File: src/rtl/usb_sw_pkg.sv
`timescale 1ns/1ps
package usb_sw_pkg;
  typedef enum logic [1:0] {
    SW_IDLE     = 2'd0,
    SW_RAMP_ON  = 2'd1,
    SW_CLOSED   = 2'd2,
    SW_RAMP_OFF = 2'd3
  } sw_state_e;
endpackage

File: src/rtl/usw_tick_timer.sv
`timescale 1ns/1ps
module usw_tick_timer #(
  parameter int unsigned LIMIT = 1100
) (
  input  logic clk,
  input  logic rst_n,
  input  logic clr,
  input  logic run,
  input  logic tick,
  output logic done
);
  localparam int unsigned W = $clog2(LIMIT + 1);
  localparam logic [W-1:0] LIM = W'(LIMIT);

  logic [W-1:0] cnt_q, cnt_d;

  always_comb begin
    cnt_d = cnt_q;
    if (clr)
      cnt_d = '0;
    else if (run && tick && (cnt_q != LIM))
      cnt_d = cnt_q + 1'b1;
  end

  always_ff @(posedge clk or negedge rst_n) begin
    if (!rst_n) cnt_q <= '0;
    else        cnt_q <= cnt_d;
  end

  assign done = (cnt_q == LIM);

  // the count never passes its limit
  a_r2_cnt_bound: assert property (@(posedge clk) disable iff (!rst_n)
    cnt_q <= LIM);
  // without a tick the count holds
  a_r2_hold_no_tick: assert property (@(posedge clk) disable iff (!rst_n)
    (!tick && !clr) |=> $stable(cnt_q));
endmodule

File: src/rtl/usw_oc_filter.sv
`timescale 1ns/1ps
module usw_oc_filter #(
  parameter int unsigned OC_US = 8800
) (
  input  logic clk,
  input  logic rst_n,
  input  logic tick,
  input  logic clr,
  input  logic raw,
  output logic flt
);
  localparam int unsigned W = $clog2(OC_US + 1);
  localparam logic [W-1:0] LAST = W'(OC_US - 1);

  logic [W-1:0] cnt_q, cnt_d;
  logic         flt_q, flt_d;

  always_comb begin
    cnt_d = cnt_q;
    flt_d = flt_q;
    if (clr) begin
      cnt_d = '0;
      flt_d = 1'b0;
    end else if (raw == flt_q) begin
      cnt_d = '0;
    end else if (tick) begin
      if (cnt_q == LAST) begin
        cnt_d = '0;
        flt_d = ~flt_q;
      end else begin
        cnt_d = cnt_q + 1'b1;
      end
    end
  end

  always_ff @(posedge clk or negedge rst_n) begin
    if (!rst_n) begin
      cnt_q <= '0;
      flt_q <= 1'b0;
    end else begin
      cnt_q <= cnt_d;
      flt_q <= flt_d;
    end
  end

  assign flt = flt_q;

  // the flag only sets while the comparator reads over-current
  a_r5_set_needs_raw: assert property (@(posedge clk) disable iff (!rst_n)
    $rose(flt_q) |-> $past(raw));
  // the flag only clears on a clean comparator or a forced clear
  a_r6_release_needs_clean: assert property (@(posedge clk) disable iff (!rst_n)
    $fell(flt_q) |-> (!$past(raw) || $past(clr)));
  // a forced clear empties the filter
  a_r10_clear_drops_flag: assert property (@(posedge clk) disable iff (!rst_n)
    clr |=> (!flt_q && cnt_q == '0));
endmodule

File: src/rtl/usw_thermal.sv
`timescale 1ns/1ps
module usw_thermal (
  input  logic clk,
  input  logic rst_n,
  input  logic hot,
  input  logic cool,
  output logic trip
);
  logic trip_q, trip_d;

  always_comb begin
    trip_d = trip_q;
    if (hot)       trip_d = 1'b1;
    else if (cool) trip_d = 1'b0;
  end

  always_ff @(posedge clk or negedge rst_n) begin
    if (!rst_n) trip_q <= 1'b0;
    else        trip_q <= trip_d;
  end

  assign trip = trip_q;

  // a hot reading always sets the trip
  a_r8_hot_sets: assert property (@(posedge clk) disable iff (!rst_n)
    hot |=> trip_q);
  // the trip only clears after a cool reading without a hot one
  a_r9_release_needs_cool: assert property (@(posedge clk) disable iff (!rst_n)
    $fell(trip_q) |-> ($past(cool) && !$past(hot)));
endmodule

File: src/rtl/usw_power_fsm.sv
`timescale 1ns/1ps
module usw_power_fsm
  import usb_sw_pkg::*;
#(
  parameter int unsigned TON_US  = 1100,
  parameter int unsigned TOFF_US = 1600
) (
  input  logic clk,
  input  logic rst_n,
  input  logic tick,
  input  logic en,
  input  logic trip,
  output logic gate,
  output logic dis
);
  sw_state_e state_q, state_d;
  logic      on_done, off_done, step;

  always_comb begin
    state_d = state_q;
    if (trip) begin
      state_d = SW_IDLE;
    end else begin
      unique case (state_q)
        SW_IDLE:     if (en) state_d = SW_RAMP_ON;
        SW_RAMP_ON:  if (!en) state_d = SW_IDLE;
                     else if (on_done) state_d = SW_CLOSED;
        SW_CLOSED:   if (!en) state_d = SW_RAMP_OFF;
        SW_RAMP_OFF: if (en) state_d = SW_CLOSED;
                     else if (off_done) state_d = SW_IDLE;
        default:     state_d = SW_IDLE;
      endcase
    end
  end

  always_ff @(posedge clk or negedge rst_n) begin
    if (!rst_n) state_q <= SW_IDLE;
    else        state_q <= state_d;
  end

  assign step = (state_d != state_q);

  usw_tick_timer #(.LIMIT(TON_US)) u_on_tmr (
    .clk(clk), .rst_n(rst_n), .clr(step),
    .run(state_q == SW_RAMP_ON), .tick(tick), .done(on_done)
  );

  usw_tick_timer #(.LIMIT(TOFF_US)) u_off_tmr (
    .clk(clk), .rst_n(rst_n), .clr(step),
    .run(state_q == SW_RAMP_OFF), .tick(tick), .done(off_done)
  );

  assign gate = (state_q == SW_CLOSED) || (state_q == SW_RAMP_OFF);
  assign dis  = (state_q == SW_IDLE);

  // a thermal trip empties the state machine on the next edge
  a_r8_trip_forces_idle: assert property (@(posedge clk) disable iff (!rst_n)
    trip |=> (state_q == SW_IDLE));
  // closing from the ramp requires the enable and the full delay
  a_r2_close_needs_delay: assert property (@(posedge clk) disable iff (!rst_n)
    (state_q == SW_RAMP_ON && state_d == SW_CLOSED) |-> (en && on_done));
  // dropping the enable mid-ramp returns to idle
  a_r11_abort_ramp: assert property (@(posedge clk) disable iff (!rst_n)
    (state_q == SW_RAMP_ON && !en && !trip) |=> (state_q == SW_IDLE));
  // opening the switch after the enable drops waits for the off delay
  a_r3_open_needs_delay: assert property (@(posedge clk) disable iff (!rst_n)
    ($fell(gate) && !$past(trip)) |-> $past(off_done));
endmodule

File: src/rtl/usb_sw_guard.sv
`timescale 1ns/1ps
module usb_sw_guard #(
  parameter int unsigned OC_US   = 8800,
  parameter int unsigned TON_US  = 1100,
  parameter int unsigned TOFF_US = 1600
) (
  input  logic clk,
  input  logic rst_n,
  input  logic tick_us,
  input  logic sw_en,
  input  logic oc_hit,
  input  logic temp_hot,
  input  logic temp_cool,
  output logic gate_on,
  output logic dis_on,
  output logic fault_n
);
  logic oc_flt;
  logic th_trip;

  usw_thermal u_thermal (
    .clk(clk), .rst_n(rst_n), .hot(temp_hot), .cool(temp_cool), .trip(th_trip)
  );

  usw_oc_filter #(.OC_US(OC_US)) u_oc (
    .clk(clk), .rst_n(rst_n), .tick(tick_us), .clr(!sw_en),
    .raw(oc_hit), .flt(oc_flt)
  );

  usw_power_fsm #(.TON_US(TON_US), .TOFF_US(TOFF_US)) u_fsm (
    .clk(clk), .rst_n(rst_n), .tick(tick_us), .en(sw_en), .trip(th_trip),
    .gate(gate_on), .dis(dis_on)
  );

  assign fault_n = ~(oc_flt | th_trip);

  // over-current alone never opens a closed switch
  a_r7_oc_keeps_gate: assert property (@(posedge clk) disable iff (!rst_n)
    (gate_on && sw_en && !th_trip) |=> gate_on);
  // the gate request and the discharge request never overlap
  a_r4_no_overlap: assert property (@(posedge clk) disable iff (!rst_n)
    !(gate_on && dis_on));
  // a disabled switch without a trip shows no fault one cycle on
  a_r10_disable_clears: assert property (@(posedge clk) disable iff (!rst_n)
    (!sw_en && !temp_hot) |=> (fault_n || th_trip));
endmodule

File: config.mk
export PLATFORM = sky130hd
export DESIGN_NAME = usb_sw_guard
export DESIGN_NICKNAME = d
export VERILOG_FILES = /design/src/rtl/usb_sw_pkg.sv /design/src/rtl/usw_tick_timer.sv /design/src/rtl/usw_oc_filter.sv /design/src/rtl/usw_thermal.sv /design/src/rtl/usw_power_fsm.sv /design/src/rtl/usb_sw_guard.sv
export SDC_FILE = /design/constraint.sdc
export NUM_CORES = 1
export LEC_CHECK = 0
export ABC_CLOCK_PERIOD_IN_PS = 2450
export BUFFER_PORTS_ARGS = -buffer_cell sky130_fd_sc_hd__buf_2
export CELL_PAD_IN_SITES_DETAIL_PLACEMENT = 1
export CELL_PAD_IN_SITES_GLOBAL_PLACEMENT = 2
export CORE_ASPECT_RATIO = 1.25
export CORE_MARGIN = 10
export CORE_UTILIZATION = 39
export DETAILED_ROUTE_END_ITERATION = 10
export PLACE_DENSITY = 0.89
export SLEW_MARGIN = 0
export SYNTH_ARGS = -nofsm -noshare
export SYNTH_HDL_FRONTEND = slang
export SYNTH_SLANG_ARGS = --single-unit
File: constraint.sdc
create_clock -name clk -period 2.45 [get_ports clk]
set_input_delay 0.49 -clock clk [delete_from_list [all_inputs] [get_ports clk]]
set_output_delay 0.49 -clock clk [all_outputs]
set_load 0.01 [all_outputs]
; Word level (Yosys, flattened, before mapping)
; Cells that the tools add are included.
[totals]
register_bits = 40
output_inout_bits = 3
in_bits = 7
wordCells = 58
[op_classes]
bitwise = 3
n_eq_ne = 14
n_mux = 22
n_reduce_logical = 10
addsub = 3
[ops]
columns = operator, count
row1 = 14-bit 2-to-1 mux, 4
row2 = 11-bit 2-to-1 mux, 4
row3 = 11-bit by 1-bit adder with 11-bit output (second input constant), 2
row4 = 11-bit equality test (second input constant), 2
row5 = 11-bit != test (second input constant), 2
row6 = 14-bit by 1-bit adder with 14-bit output (second input constant), 1
row7 = 14-bit equality test (second input constant), 1
row8 = 2-bit 2-to-1 mux, 7
row9 = 2-bit case mux with 4 select lines, 1
row10 = 1-bit 2-to-1 mux, 6
row11 = 2-bit nonzero test, 3
row12 = 2-bit equality test (second input constant), 2
row13 = 1-bit logical AND, 4
row14 = 2-bit != test (second input constant), 2
row15 = 3-bit by 2-bit != test with 1-bit output (second input constant), 1
row16 = 3-bit AND reduction, 1
row17 = 2-bit by 1-bit equality test with 1-bit output (second input constant), 1
row18 = 2-bit logical NOT, 1
row19 = 2-bit by 1-bit != test with 1-bit output (second input constant), 1
row20 = 2-bit != test, 1
row21 = 1-bit inverter, 2
row22 = 1-bit equality test, 1
row23 = 1-bit logical OR, 1
row24 = 1-bit bitwise OR, 1

; Depth between registers and ports, before layout
[logic_depth]
depth_word = 7
mapped_depth = 7
depth_no_buf = 6

; By module
; Synthesis repeated with hierarchy kept, for this count alone.
[unflattened]
hier_cells = 252
hier_area_um2 = 2423.6
[modules_own_cells]
columns = module, seq_area_each_um2, cells_each, n_inst, area_each_um2
row1 = usw_oc_filter, 375.4, 86, 1, 840.8
row2 = usw_tick_timer (u_fsm.u_on_tmr), 275.3, 77, 1, 700.7
row3 = usw_tick_timer (u_fsm.u_off_tmr), 275.3, 64, 1, 654.4
row4 = usw_power_fsm, 50.0, 20, 1, 183.9
row5 = usw_thermal, 25.0, 3, 1, 36.3
row6 = usb_sw_guard, 0.0, 2, 1, 7.5

; Least setup slack after synthesis
; Ideal clock, no wire load.
[synth_timing]
path_kind = register to register
start = reg u_oc.cnt_q[8]
end = reg u_oc.cnt_q[0]
arrival_ns = 1.717
synth_period_minus_slack_ns = 1.844
n_path_buf = 1
required_time_ns = 2.323
slack_ns = 0.606
setup_ns = 0.127
stages_incl_launch_ff = 6
path_cell_list = dfrtp_1 or4b_1 or4_1 buf_2 o21ai_4 nor2_1
[synth_via]
elab_chain_cells = 5
[synth_lines]
columns = element, line
row1 = "start, declared", usw_oc_filter.sv:15  ; logic [W-1:0] cnt_q, cnt_d;
row2 = "start signal, assigned", usw_oc_filter.sv:41  ; cnt_q <= cnt_d;
row3 = 14-bit equality test, usw_oc_filter.sv:27  ; if (cnt_q == LAST) begin
row4 = 14-bit 2-to-1 mux, usw_oc_filter.sv:27
row5 = 14-bit 2-to-1 mux, usw_oc_filter.sv:26  ; end else if (tick) begin
row6 = 14-bit 2-to-1 mux, usw_oc_filter.sv:24  ; end else if (raw == flt_q) begin
row7 = 14-bit 2-to-1 mux, usw_oc_filter.sv:21  ; if (clr) begin
; No other way between the ends. The select of a mux whose other input is x is not followed.
; A chain may end at the register's enable or synchronous reset.

; Worst setup path in the final report
; Ends and elaborated chain as after synthesis.

==> load_flow_metrics.sql <==
INSERT INTO impl_metrics (metric_group, metric, value, unit) VALUES
('outcome', 'run_status', 'finished clean', ''),
('logic_synthesis', 'yosys.area_share.adder', '2.78', '%'),
('sta', 'finalSetupViolations', '0', ''),
('sta', 'fmaxAchievable', '485', 'MHz'),
('logic_synthesis', 'number_of_nets_produced_by_synthesis', '255', ''),
('logic_synthesis', 'netlist.area_leader.share', '44.4', '%'),
('clock_tree', 'max-clock-path-buffers', '2', ''),
('setup_path', 'r2r_start', 'u_oc.cnt_q[8]$_DFFE_PN0P_', ''),
('detailed_routing', 'first_iter_violations', '31', ''),
('final_layout', 'area.growth.synth_to_final', '10.5', '%'),
('global_routing', 'number_of_global_route_vias_before_repair', '2018', ''),
('logic_synthesis', 'synth.largest_area_cell', 'sky130_fd_sc_hd__dfrtp_1', ''),
('logic_synthesis', 'synthXorXnorAreaFrac', '7.39', '%'),
('global_routing', 'wire_length_of_the_first_global_routing_pass', '9.76', 'mm'),
('place', 'place_congestion', '0.791', ''),
('sta', 'drv_slew', '0', ''),
('setup_path', 'cp_slowest_cell', 'sky130_fd_sc_hd__or4b_1', ''),
('floorplanning', 'die-area', '0.00923', 'mm2'),
('setup_path', 'crit_path_max_fanout', '9', ''),
('sta', 'fin_skew', '0.00685', 'ns'),
('clock_tree', 'cell_chosen_for_the_clock_root', 'sky130_fd_sc_hd__clkbuf_8', ''),
('logic_synthesis', 'synthesis.area', '0.00225', 'mm2'),
('setup_path', 'critical-path-top-delay-family', 'simple AND/OR/NAND/NOR gates', ''),
('global_routing', 'pin_count_of_the_biggest_net_entering_global_routing', '27', ''),
('setup_path', 'startpoint_type', 'register', ''),
('sta', 'slew-limit-headroom', '64.8', '%'),
('sta', 'setup_repair_after_global_routing_missed_its_margin', 'no', ''),
('place', 'place.detailed.hpwl', '4.08', 'mm'),
('setup_path', 'worstSetupStartpoint', 'u_oc.cnt_q[8]$_DFFE_PN0P_', ''),
('clock_tree', 'cts-resized-gates', '0', ''),
('setup_path', 'crit_required', '2.63', 'ns'),
('hold_path', 'holdCritPathClass', 'input port to asynchronous set/reset pin', ''),
('setup_path', 'path_class', 'register to register', ''),
('clock_tree', 'cts_made_buffers', '5', ''),
('clock_tree', 'clock_tree_from_tritoncts', 'built', ''),
('sta', 'post_route_setup_tns', '0', 'ns'),
('logic_synthesis', 'synthesis.yosys.warnings', '0', ''),
('clock_tree', 'cts_hold_repair.buffers', '0', ''),
('pwr', 'power.leakage', '1.02', 'nW'),
('detailed_routing', 'drt-pass1-iter-count', '4', ''),
('final_layout', 'layout-drive-gt1-share', '11.3', '%'),
('detailed_routing', 'detailroute.via_count', '1864', ''),
('detailed_routing', 'drc_errors', '0', ''),
('floorplanning', 'fp.coreArea', '0.00552', 'mm2'),
('setup_path', 'arrival_time_worst_endpoint', '2.24', 'ns'),
('floorplanning', 'die_height', '105', 'um'),
('global_routing', 'globalRoute.totalOverflow', '0', ''),
('clock_tree', 'h-tree-depth', '2', ''),
('clock_tree', 'worst_setup_hold_path_clk_slew', '0.08', 'ns'),
('logic_synthesis', 'yosys-top-cells-count', '40 x sky130_fd_sc_hd__dfrtp_1, 26 x sky130_fd_sc_hd__nor2_1, 17 x sky130_fd_sc_hd__nand4_1', ''),
('global_routing', 'number_of_antenna_violations_at_the_first_check_in_global_routing', '0', ''),
('sta', 'number_of_hold_violations_in_the_final_report', '0', ''),
('logic_synthesis', 'synth_async_sr_flop_share', '100', '%'),
('logic_synthesis', 'synthDistinctLibCells', '47', ''),
('setup_path', 'path_cells', 'or4b_1 > or4_1 > o21ai_4 > nor2_1', ''),
('final_layout', 'antenna-diode-count', '0', ''),
('detailed_routing', 'routedWlPerCell', '17.2', 'um'),
('setup_path', 'category_of_the_worst_setup_path_capture_point', 'register', ''),
('logic_synthesis', 'postSynthAreaPerCell', '9.27', 'um2'),
('place', 'placement.setup.worst_slack', '0.385', 'ns'),
('sta', 'fin_ws', '0.388', 'ns'),
('detailed_routing', 'drt-vias-per-instance', '5.81', ''),
('flow_run', 'max_cap_check_violation_count', '0', ''),
('clock_tree', 'clk_latency', '0.30', 'ns'),
('pwr', 'peakVddDrop', '0.290', 'mV'),
('detailed_routing', 'drt.antenna.violating_nets', '0', ''),
('sta', 'worst_pin_slew', '0.521', 'ns'),
('floorplanning', 'start_util', '40.8', '%'),
('floorplanning', 'die_w', '88.0', 'um'),
('pwr', 'p_per_area', '530', 'mW/mm2'),
('sta', 'finalCritPeriodShare', '84.1', '%');
state kept, by name, summed over array words and instances, names as in the netlist:
name and cells:
u_oc.flt 1, u_thermal.trip 1, u_fsm.state_q 2, u_oc.cnt_q 14
u_fsm.u_off_tmr.cnt_q 11, u_fsm.u_on_tmr.cnt_q 11
per-layer routing:
| metal | global-route usage, % | part of all wire [%] | up-vias |
|---|---|---|---|
| li1 | - | - | 909 |
| met1 | 14.7 | 43 | 936 |
| met2 | 22.6 | 53 | 13 |
| met3 | 3.11 | 2.6 | 6 |
| met4 | 4.11 | 1.5 | 0 |
| met5 | 0 | 0 | - |
kinds of logic after synthesis:
group,count (synthesis)
XOR/XNOR,19
buffers and inverters,21
AO/OA/AOI/OAI,46
flip-flops,40
adder cells (fa/ha/maj),5
multiplexers,3
AND/OR/NAND/NOR,109
area by class of cell:
class	count	area, um2
Clock buffer	5	68.8
Tap cell	64	80.1
Multi-Input combinational cell	182	1160
Timing Repair Buffer	15	90.1
Clock inverter	3	42.5
Fill cell	645	3030
Inverter	12	45.0
Sequential cell	40	1000
metrics by stage:
step           hold slack (ns)  power (mW)  util, %  cells  cell area, um2
5_1_grt                  0.119        1.38     45.1    321            2490
4_1_cts                  0.106        1.34     45.1    321            2490
6_report                 0.102        1.32     45.1    321            2490
3_3_place_gp             0.433       0.779     43.1    313            2380
3_5_place_dp             0.434       0.781     43.1    313            2380
2_1_floorplan            0.194       0.737        -    243            2250
cells in the final DEF, fill, tap and decap left out, types with 4 or more instances in the layout:
cell type,synthesis,final
sky130_fd_sc_hd__a21oi_1,16,16
sky130_fd_sc_hd__and3_1,6,6
sky130_fd_sc_hd__buf_2,3,9
sky130_fd_sc_hd__buf_4,0,6
sky130_fd_sc_hd__clkbuf_8,0,5
sky130_fd_sc_hd__dfrtp_1,40,40
sky130_fd_sc_hd__ha_1,5,5
sky130_fd_sc_hd__inv_1,12,12
sky130_fd_sc_hd__nand2_1,15,15
sky130_fd_sc_hd__nand3_1,9,9
sky130_fd_sc_hd__nand4_1,17,17
sky130_fd_sc_hd__nor2_1,26,26
sky130_fd_sc_hd__nor3_1,4,4
sky130_fd_sc_hd__o21ai_0,10,10
sky130_fd_sc_hd__or3_1,10,10
sky130_fd_sc_hd__xnor2_1,11,11
sky130_fd_sc_hd__xor2_1,8,8
power by group:
part	switching, mW	internal, mW
Sequential	0.0123	0.667
Combinational	0.0588	0.0282
Clock	0.251	0.302
Total	0.322	0.997
worst paths after layout:
kind / cells after the start / end
max in group asynchronous: 2 / u_fsm.u_on_tmr.cnt_q[2]$_DFFE_PN0P_
worst min-delay path: 1 / u_oc.cnt_q[5]$_DFFE_PN0P_
worst max-delay path: 4 / u_oc.cnt_q[0]$_DFFE_PN0P_
min in group clk: 2 / u_thermal.trip$_DFFE_PN0P_
worst max register to register: 4 / u_oc.cnt_q[0]$_DFFE_PN0P_
worst min register to register: 2 / u_fsm.u_on_tmr.cnt_q[10]$_DFFE_PN0P_
Power figures use the tool's default switching activity.
